==> src/rtl/nc_phase_ctrl.sv <==
module nc_phase_ctrl #(
  parameter int IN_MAX   = 400,
  parameter int OUT_MAX  = 100,
  parameter int DW       = 8,
  parameter int CODE_W   = 3,
  parameter int EVAL_CYC = 4,
  parameter int FWD_CYC  = 54,
  parameter int BWD_CYC  = 160,
  parameter int UPD_CYC  = 200,
  localparam int INW = $clog2(IN_MAX + 1),
  localparam int ONW = $clog2(OUT_MAX + 1),
  localparam int IAW = $clog2(IN_MAX),
  localparam int OAW = $clog2(OUT_MAX)
) (
  input  logic              clk,
  input  logic              rst_n,
  input  logic              start_i,
  input  logic              train_i,
  input  logic [INW-1:0]    n_in_i,
  input  logic [ONW-1:0]    n_out_i,
  input  logic              rx_valid_i,
  input  logic [DW-1:0]     rx_data_i,
  output logic              rx_ready_o,
  input  logic [IAW-1:0]    drv_addr_i,
  output logic [DW-1:0]     drv_word_o,
  output logic              xbar_eval_o,
  output logic [OAW-1:0]    adc_sel_o,
  input  logic [CODE_W-1:0] adc_code_i,
  output logic              tx_valid_o,
  output logic [DW-1:0]     tx_data_o,
  input  logic              tx_ready_i,
  output logic              bwd_en_o,
  output logic              upd_en_o,
  output logic              busy_o
);
  localparam int CW   = INW > ONW ? INW : ONW;
  localparam int T_A  = EVAL_CYC > FWD_CYC ? EVAL_CYC : FWD_CYC;
  localparam int T_B  = BWD_CYC > UPD_CYC ? BWD_CYC : UPD_CYC;
  localparam int TMAX = T_A > T_B ? T_A : T_B;
  localparam int TW   = $clog2(TMAX);

  typedef enum logic [2:0] {S_IDLE, S_LOAD, S_EVAL, S_CAP, S_SEND, S_BWD, S_UPD} st_t;

  st_t             st;
  logic            mode_q;
  logic [INW-1:0]  nin_q;
  logic [ONW-1:0]  nout_q;
  logic [CW-1:0]   idx;
  logic [TW-1:0]   tmr;
  logic [DW-1:0]     in_mem  [IN_MAX];
  logic [CODE_W-1:0] out_mem [OUT_MAX];

  wire in_last  = idx == CW'(nin_q) - CW'(1);
  wire out_last = idx == CW'(nout_q) - CW'(1);
  wire tmr_zero = tmr == '0;

  assign busy_o      = st != S_IDLE;
  assign rx_ready_o  = st == S_LOAD;
  assign xbar_eval_o = st == S_EVAL;
  assign tx_valid_o  = st == S_SEND;
  assign bwd_en_o    = st == S_BWD;
  assign upd_en_o    = st == S_UPD;
  assign adc_sel_o   = idx[OAW-1:0];
  assign drv_word_o  = in_mem[drv_addr_i];
  assign tx_data_o   = {{(DW-CODE_W){1'b0}}, out_mem[idx[OAW-1:0]]};

  always_ff @(posedge clk)
    if (st == S_LOAD && rx_valid_i) in_mem[idx[IAW-1:0]] <= rx_data_i;

  always_ff @(posedge clk)
    if (st == S_CAP) out_mem[idx[OAW-1:0]] <= adc_code_i;

  always_ff @(posedge clk) begin
    if (!rst_n) begin
      st     <= S_IDLE;
      mode_q <= 1'b0;
      nin_q  <= '0;
      nout_q <= '0;
      idx    <= '0;
      tmr    <= '0;
    end else begin
      case (st)
        S_IDLE: if (start_i) begin
          st     <= S_LOAD;
          mode_q <= train_i;
          nin_q  <= (n_in_i == '0 || n_in_i > INW'(IN_MAX)) ? INW'(IN_MAX) : n_in_i;
          nout_q <= (n_out_i == '0 || n_out_i > ONW'(OUT_MAX)) ? ONW'(OUT_MAX) : n_out_i;
          idx    <= '0;
        end
        S_LOAD: if (rx_valid_i) begin
          if (in_last) begin
            st  <= S_EVAL;
            idx <= '0;
            tmr <= mode_q ? TW'(FWD_CYC - 1) : TW'(EVAL_CYC - 1);
          end else idx <= idx + CW'(1);
        end
        S_EVAL: if (tmr_zero) st <= S_CAP; else tmr <= tmr - TW'(1);
        S_CAP: begin
          if (out_last) begin
            st  <= S_SEND;
            idx <= '0;
          end else idx <= idx + CW'(1);
        end
        S_SEND: if (tx_ready_i) begin
          if (out_last) begin
            st  <= mode_q ? S_BWD : S_IDLE;
            idx <= '0;
            tmr <= TW'(BWD_CYC - 1);
          end else idx <= idx + CW'(1);
        end
        S_BWD: if (tmr_zero) begin
          st  <= S_UPD;
          tmr <= TW'(UPD_CYC - 1);
        end else tmr <= tmr - TW'(1);
        S_UPD: if (tmr_zero) st <= S_IDLE; else tmr <= tmr - TW'(1);
        default: st <= S_IDLE;
      endcase
    end
  end

  p_idle_quiet_r1: assert property (@(posedge clk) disable iff (!rst_n)
    !busy_o |-> !tx_valid_o && !xbar_eval_o && !bwd_en_o && !upd_en_o && !rx_ready_o);

  p_start_loads_r2: assert property (@(posedge clk) disable iff (!rst_n)
    !busy_o && start_i |=> busy_o && rx_ready_o);

  p_eval_after_beat_r4: assert property (@(posedge clk) disable iff (!rst_n)
    $rose(xbar_eval_o) |-> $past(rx_ready_o && rx_valid_i));

  p_tx_hold_r8: assert property (@(posedge clk) disable iff (!rst_n)
    tx_valid_o && !tx_ready_i |=> tx_valid_o && $stable(tx_data_o));

  p_recog_no_train_r9: assert property (@(posedge clk) disable iff (!rst_n)
    busy_o && !mode_q |-> !bwd_en_o && !upd_en_o);

  p_bwd_then_upd_r10: assert property (@(posedge clk) disable iff (!rst_n)
    $fell(bwd_en_o) |-> upd_en_o);

  p_upd_then_idle_r10: assert property (@(posedge clk) disable iff (!rst_n)
    $fell(upd_en_o) |-> !busy_o);

  p_one_phase_r11: assert property (@(posedge clk) disable iff (!rst_n)
    $onehot0({rx_ready_o, xbar_eval_o, tx_valid_o, bwd_en_o, upd_en_o}));
endmodule

==> config.mk <==
export PLATFORM = sky130hd
export DESIGN_NAME = nc_phase_ctrl
export DESIGN_NICKNAME = d
export VERILOG_FILES = /design/src/rtl/nc_phase_ctrl.sv
export SDC_FILE = /design/constraint.sdc
export NUM_CORES = 2
export LEC_CHECK = 0
export ABC_CLOCK_PERIOD_IN_PS = 3900
export BUFFER_PORTS_ARGS = -buffer_cell sky130_fd_sc_hd__buf_2
export CORE_MARGIN = 3
export CORE_UTILIZATION = 41
export CTS_BUF_LIST = sky130_fd_sc_hd__clkbuf_4
export DETAILED_ROUTE_END_ITERATION = 10
export PLACE_DENSITY = 0.52
export SLEW_MARGIN = 10
export SYNTH_ARGS = -nofsm -noshare
export SYNTH_HDL_FRONTEND = slang
export SYNTH_SLANG_ARGS = --single-unit
==> constraint.sdc <==
create_clock -name clk -period 3.9 [get_ports clk]
set_input_delay 0 -clock clk [delete_from_list [all_inputs] [get_ports clk]]
set_output_delay 0 -clock clk [all_outputs]
set_load 0.05 [all_outputs]
# After elaboration in Yosys (flattened, before gate mapping)
# Memories as Yosys holds them, arrays and structs flattened. A register that Yosys moved wholly into a read port is not among the register bits.
# Cells that the tools add are included.
# W data, S select, Z words.
word_totals:
  reg_bits: 37
  latchBits: 0
  mem_bits_rw: 3500
  romBits: 0
  output_inout_bits: 29
  mem_count: 2
op_classes:
  n_addsub: 4
  n_mul: 0
  div_mod_pow: 0
  order_cmp: 2
  n_eq_ne: 18
  n_shift: 0
  mux: 33
  bitwise: 0
  reduce_logical: 15
mem_list:
  columns: ["name", "words", "width", "read_ports", "rd_ports_with_merged_regs", "write_ports", "line", "source"]
  rows:
  - ["in_mem", 400, 8, 1, 0, 1, "50", "logic [DW-1:0] in_mem [IN_MAX];"]
  - ["out_mem", 100, 3, 1, 1, 1, "51", "logic [CODE_W-1:0] out_mem [OUT_MAX];"]
op_table:
  columns: ["operator", "n"]
  rows:
  - ["$mux W9", 6]
  - ["$mux W8", 6]
  - ["$pmux W9 S4", 1]
  - ["$pmux W8 S4", 1]
  - ["$mux W3", 10]
  - ["$mux W7", 3]
  - ["$pmux W3 S7", 1]
  - ["$eq A9 B9 Y1", 2]
  - ["$ne A2 B1 Y1 const B", 6]
  - ["$add A9 B1 Y9 const B", 1]
  - ["$eq A3 B3 Y1 const B", 3]
  - ["$gt A9 B9 Y1 const B", 1]
  - ["$logic_not A9 Y1", 1]
  - ["$reduce_and A9 Y1", 1]
  - ["$sub A9 B1 Y9 const B", 1]
  - ["$logic_not A8 Y1", 1]
  - ["$ne A2 B2 Y1 const B", 4]
  - ["$reduce_bool A4 Y1", 2]
  - ["$sub A7 B1 Y8 const B", 1]
  - ["$sub A8 B1 Y8 const B", 1]
  - ["$gt A7 B7 Y1 const B", 1]
  - ["$logic_not A7 Y1", 1]
  - ["$eq A3 B2 Y1 const B", 2]
  - ["$mux W6", 1]
  - ["other kinds (10)", 14]

# Depth between registers and ports, before layout
depth:
  depth_word: 7
  ltp_mapped: 14

# Worst setup path before layout
# OpenSTA, ideal clock, no wires.
synth_path:
  kind: "reg2reg"
  start: "register st[2]"
  end: "memory in_mem[108][0], enable pin"
  arrival_ns: 2.678
  required_time_ns: 3.530
  setup_slack_ns: 0.851
  path_stages_with_launch: 9
  synth_period_minus_slack_ns: 3.049
  path_cell_list: "dfxtp_1 nand2b_1 clkbuf_1 nor2_1 and3_1 clkbuf_1 nand3_1 clkbuf_1 nor2_1"
synth_via:
  elab_chain_len: 4
synth_rtl:
  columns: ["element", "line", "source"]
  rows:
  - ["start: declaration", "44", "st_t st;"]
  - ["start signal: assignment", "106", "st <= mode_q ? S_BWD : S_IDLE;"]
  - ["$eq A3 B1 Y1", null, null]
  - ["net rx_ready_o", "23", "output logic rx_ready_o,"]
  - ["$logic_and A1 B1 Y1", "68", "if (st == S_LOAD && rx_valid_i) in_mem[idx[IAW-1:0]] <= rx_data_i;"]
  - ["$mux W1", "68", null]
  - ["$mux W1 (implied by the code)", "68", null]
  - ["end: declaration", "50", null]
# The timed path passes the listed nets, and every way through them passes these cells.

# Worst setup path after layout
layout_path:
  start: "memory in_mem[95][2]"
  end: "output drv_word_o[2]"
layout_via:
  elab_chain_len: 1
layout_rtl:
  columns: ["element", "line", "source"]
  rows:
  - ["$mem_v2 Z400 W8", null, null]
  - ["end: declaration", "25", "output logic [DW-1:0] drv_word_o,"]
# Every way passes these cells.

==> run summary <==
* **WP data required** 3.90 ns
* **synthesized netlist cell count** 6611
* **Vert. Die Dim** 588 um
* **sequential cell area fraction in the yosys report** 0.763
* **EDFF count, synth** 3500
* **proportion of layout cells with a drive suffix above 1** 0.364
* **DRC violations left** 0
* **number of vias in the routed layout** 73400
* **die boundary width** 588 um
* **detailed-routing iteration count for the pre-antenna-repair pass** 5
* **nets@finish** 7931
* **maximum clock skew at final layout** 0.112 ns
* **utilization of the core after routing** 0.481
* **per-cell via count in the routed design** 5.62
* **most common library cell in the layout ignoring fill and taps** edfxtp_1
* **cell count after placement** 11400
* **kind of start point of the critical path** flop
* **average footprint of a synthesized cell** 21.0 um2
* **TNS Setup** -4.05 ns
* **vias in the first global route** 75900
* **floorplan core area** 337000 um2
* **setup-violating endpoint count in the final report** 11
* **initial DRC count** 7148
* **final setup margin** -0.481 ns
* **leftover overflow at the end of global routing** 0
* **Max Freq** 0.228 GHz
* **worst reg-to-reg setup slack** 0.53 ns
* **leading cell types by total area after synthesis** edfxtp_1 76%, mux4_2 15%, mux2i_1 1.7%
* **most numerous cell on the critical path** mux4_2
* **post-synth top area cell** edfxtp_1
* **worst slack on hold paths** 0.202 ns
* **post-layout minimum cycle time** 4.38 ns
* **number of endpoints with negative hold slack in the final report** 0
* **overall routed net length** 392 mm
* **launch point of the worst reg-to-reg path** st[0]
* **pin count of the biggest net entering global routing** 160
* **outcome** complete, but fails checks
* **antenna-violating nets left** 0
* **CTS Buf Count** 900
* **final number of max-transition violations** 0
* **number of cells in the finished layout apart from fillers** 13100
* **area overhead of the layout relative to synthesis** 16.7%
* **Sw Share** 0.236
* **worst setup path category** flop to output port
* **critical path fanouts, max** 1
* **end of the worst register-to-register path** tmr[6]
* **number of buffers between clock root and the deepest sink** 4
* **Worst Reg-to-Reg Cells** 9
* **period utilisation layout** 1.12
* **GRT Resource Usage Total** 0.224
* **Mapped Area** 139000 um2
* **hold crit path type** primary input to flop
* **later-pin clock latency in the skew report** 1.66 ns
* **total length of routed met3 wires** 28.3 mm
* **antenna violations before repair** 20
* **pre-CTS WS** -0.178 ns
* **share of total power in sequential cells** 0.528
* **combinational cell fraction of total power** 0.078
* **Net Sw Power** 18.7 mW
* **number of different library cells in the post-synthesis netlist** 73
* **ordered cell list for the critical path** mux4_2, mux4_2, nor2_1, or3_4, nor3_4, or4_4, buf_8
* **wire length of the first global-routing pass** 559 mm
* **share of flip-flops with an asynchronous set or reset after synthesis** 0
* **Ys Warns** 0
* **WL per Instance** 30.0 um
* **maximum single-stage delay on the critical path** 0.66 ns
* **TritonCTS sink count** 3544
* **critical path capture point type** output port
* **io pins** 71
* **IO buf count** 65
* **RSZ-0062 raised after global routing** true
* **Initial Util** 0.412
* **P_int** 60.8 mW
* **total leakage power** 52.1 nW
* **placed instance area** 148000 um2
* **top layer reached by signal wires** met5
* **routed length on met2** 190 mm
* **Most used DFF post-synth** edfxtp_1
* **TritonCTS clock tree** yes
* **most used cells in the layout excluding fill and tap cells** 3500 x edfxtp_1, 1317 x clkbuf_4, 909 x mux4_2
* **Peak VDD IR** 0.000289 V
* **failing checks** negative setup slack
* **overall die area** 346000 um2
* **relative contribution of the clock network to total power** 0.395
* **Seq cells post-synth** 3544
* **detailed-routing wirelength on met1** 163 mm
* **GP Congestion** 0.813
* **DPL Wire Length** 243 mm
* **library cell used as clock root buffer** clkbuf_4
* **destination of the critical timing path** drv_word_o[2]
* **overall power of the completed layout** 79.6 mW
* **critical path arrival** 4.38 ns
* **H-tree level count** 6
* **Worst path slowest cell** or4_4
* **final design instance area without fill** 162000 um2
* **Max transition margin** 0.202
* **total number of placement rows** 213
* **source of the critical timing path** in_mem[95][2]
* **transition at the pin with the smallest max-transition slack** 1.19 ns
* **share of the synthesized area in the top cell type** 0.757
* **max cap viols** 0
* **Pwr Density** 491 nW/um2
* **Clk pin slew, worst setup/hold paths** 0.06 ns
## state kept, by name, indices dropped and copies added (netlist names), named ones only
| register | flops |
|---|---|
| in_mem | 3200 |
| out_mem | 300 |
| idx | 9 |
| nin_q | 9 |
| tmr | 8 |
| nout_q | 7 |
| st | 3 |
| mode_q | 1 |
## power groups by stage
stage | Combinational (mW) | Clock (mW) | Sequential (mW)
floorplan | 3.19 | 0 | 42.8
global placement | 5.52 | 0 | 42.9
detailed placement | 5.60 | 0 | 42.9
CTS | 6.21 | 32.2 | 42.0
global route | 6.54 | 34.3 | 42.0
finish | 6.17 | 31.4 | 42.0
## worst min-delay path by stage
stage | start | endpoint | slack [ns] | cells past startpoint
6_report | rx_data_i[7] | in_mem[38][7] | 0.20 | 4
5_1_grt | rx_data_i[7] | in_mem[38][7] | 0.13 | 4
4_1_cts | rx_data_i[7] | in_mem[38][7] | 0.01 | 4
3_5_place_dp | train_i | mode_q | 0.25 | 3
3_3_place_gp | train_i | mode_q | 0.25 | 3
2_1_floorplan | rx_data_i[0] | in_mem[0][0] | 0.1 | 0
## cell type report
class / count / area, um2
Fill cell: 28500 / 175000
Sequential cell: 3544 / 106000
Multi-Input combinational cell: 2643 / 31300
Clock buffer: 1317 / 9890
Timing Repair Buffer: 772 / 7610
Tap cell: 4515 / 5650
Clock inverter: 226 / 1440
Inverter: 20 / 82.6
Antenna cell: 17 / 42.5
## routing by layer
layer	track usage	vias to the layer above
li1	-	30700
met1	0.312	39100
met2	0.361	2967
met3	0.0422	624
met4	0.0670	12
met5	0	-
## cells in the mapped netlist, drive strengths merged, types with 6 or more instances
master	instances
a21oi	81
nand4	14
o22ai	94
mux2i	230
xor2	6
a2111oi	16
a32oi	11
mux4	909
xnor2	10
edfxtp	3500
inv	19
o221ai	52
o211ai	7
o21ai	59
or4	7
nand3b	9
ha	8
nand2b	17
dfxtp	44
a22oi	26
or3	27
and3	13
nor3b	9
buf	217
a31oi	8
nand2	170
nor3	57
a211oi	16
nor2b	25
nor4	21
and2	16
nand3	51
clkbuf	191
mux2	13
nor2	589
## critical path, delay by kind of cell (launching register included)
| kind | cells | cell delay (ns) |
|---|---|---|
| AND/OR/NAND/NOR | 4 | 1.19 |
| multiplexers | 2 | 0.99 |
| flip-flops | 1 | 0.36 |
| buffers and inverters | 1 | 0.20 |
## logic make-up after synthesis
group	share of synthesized area
DFF	0.763
xor gates and xnor gates	0.00101
other	0.0000270
adders and majority gates	0.000721
muxes	0.165
AOI/OAI and AO/OA	0.0205
buffers and inverters	0.0168
and+or+nand+nor	0.0328
## timing repair
item,4_1_cts,5_1_grt
pin swaps,15,20
cloned,4,0
setup endpoints to repair,11,11
resized for setup,141,29
buffers inserted,6,8
hold endpoints to repair,6342,0
hold buffers,117,0
No activity file was read; power rests on OpenSTA's default activity.
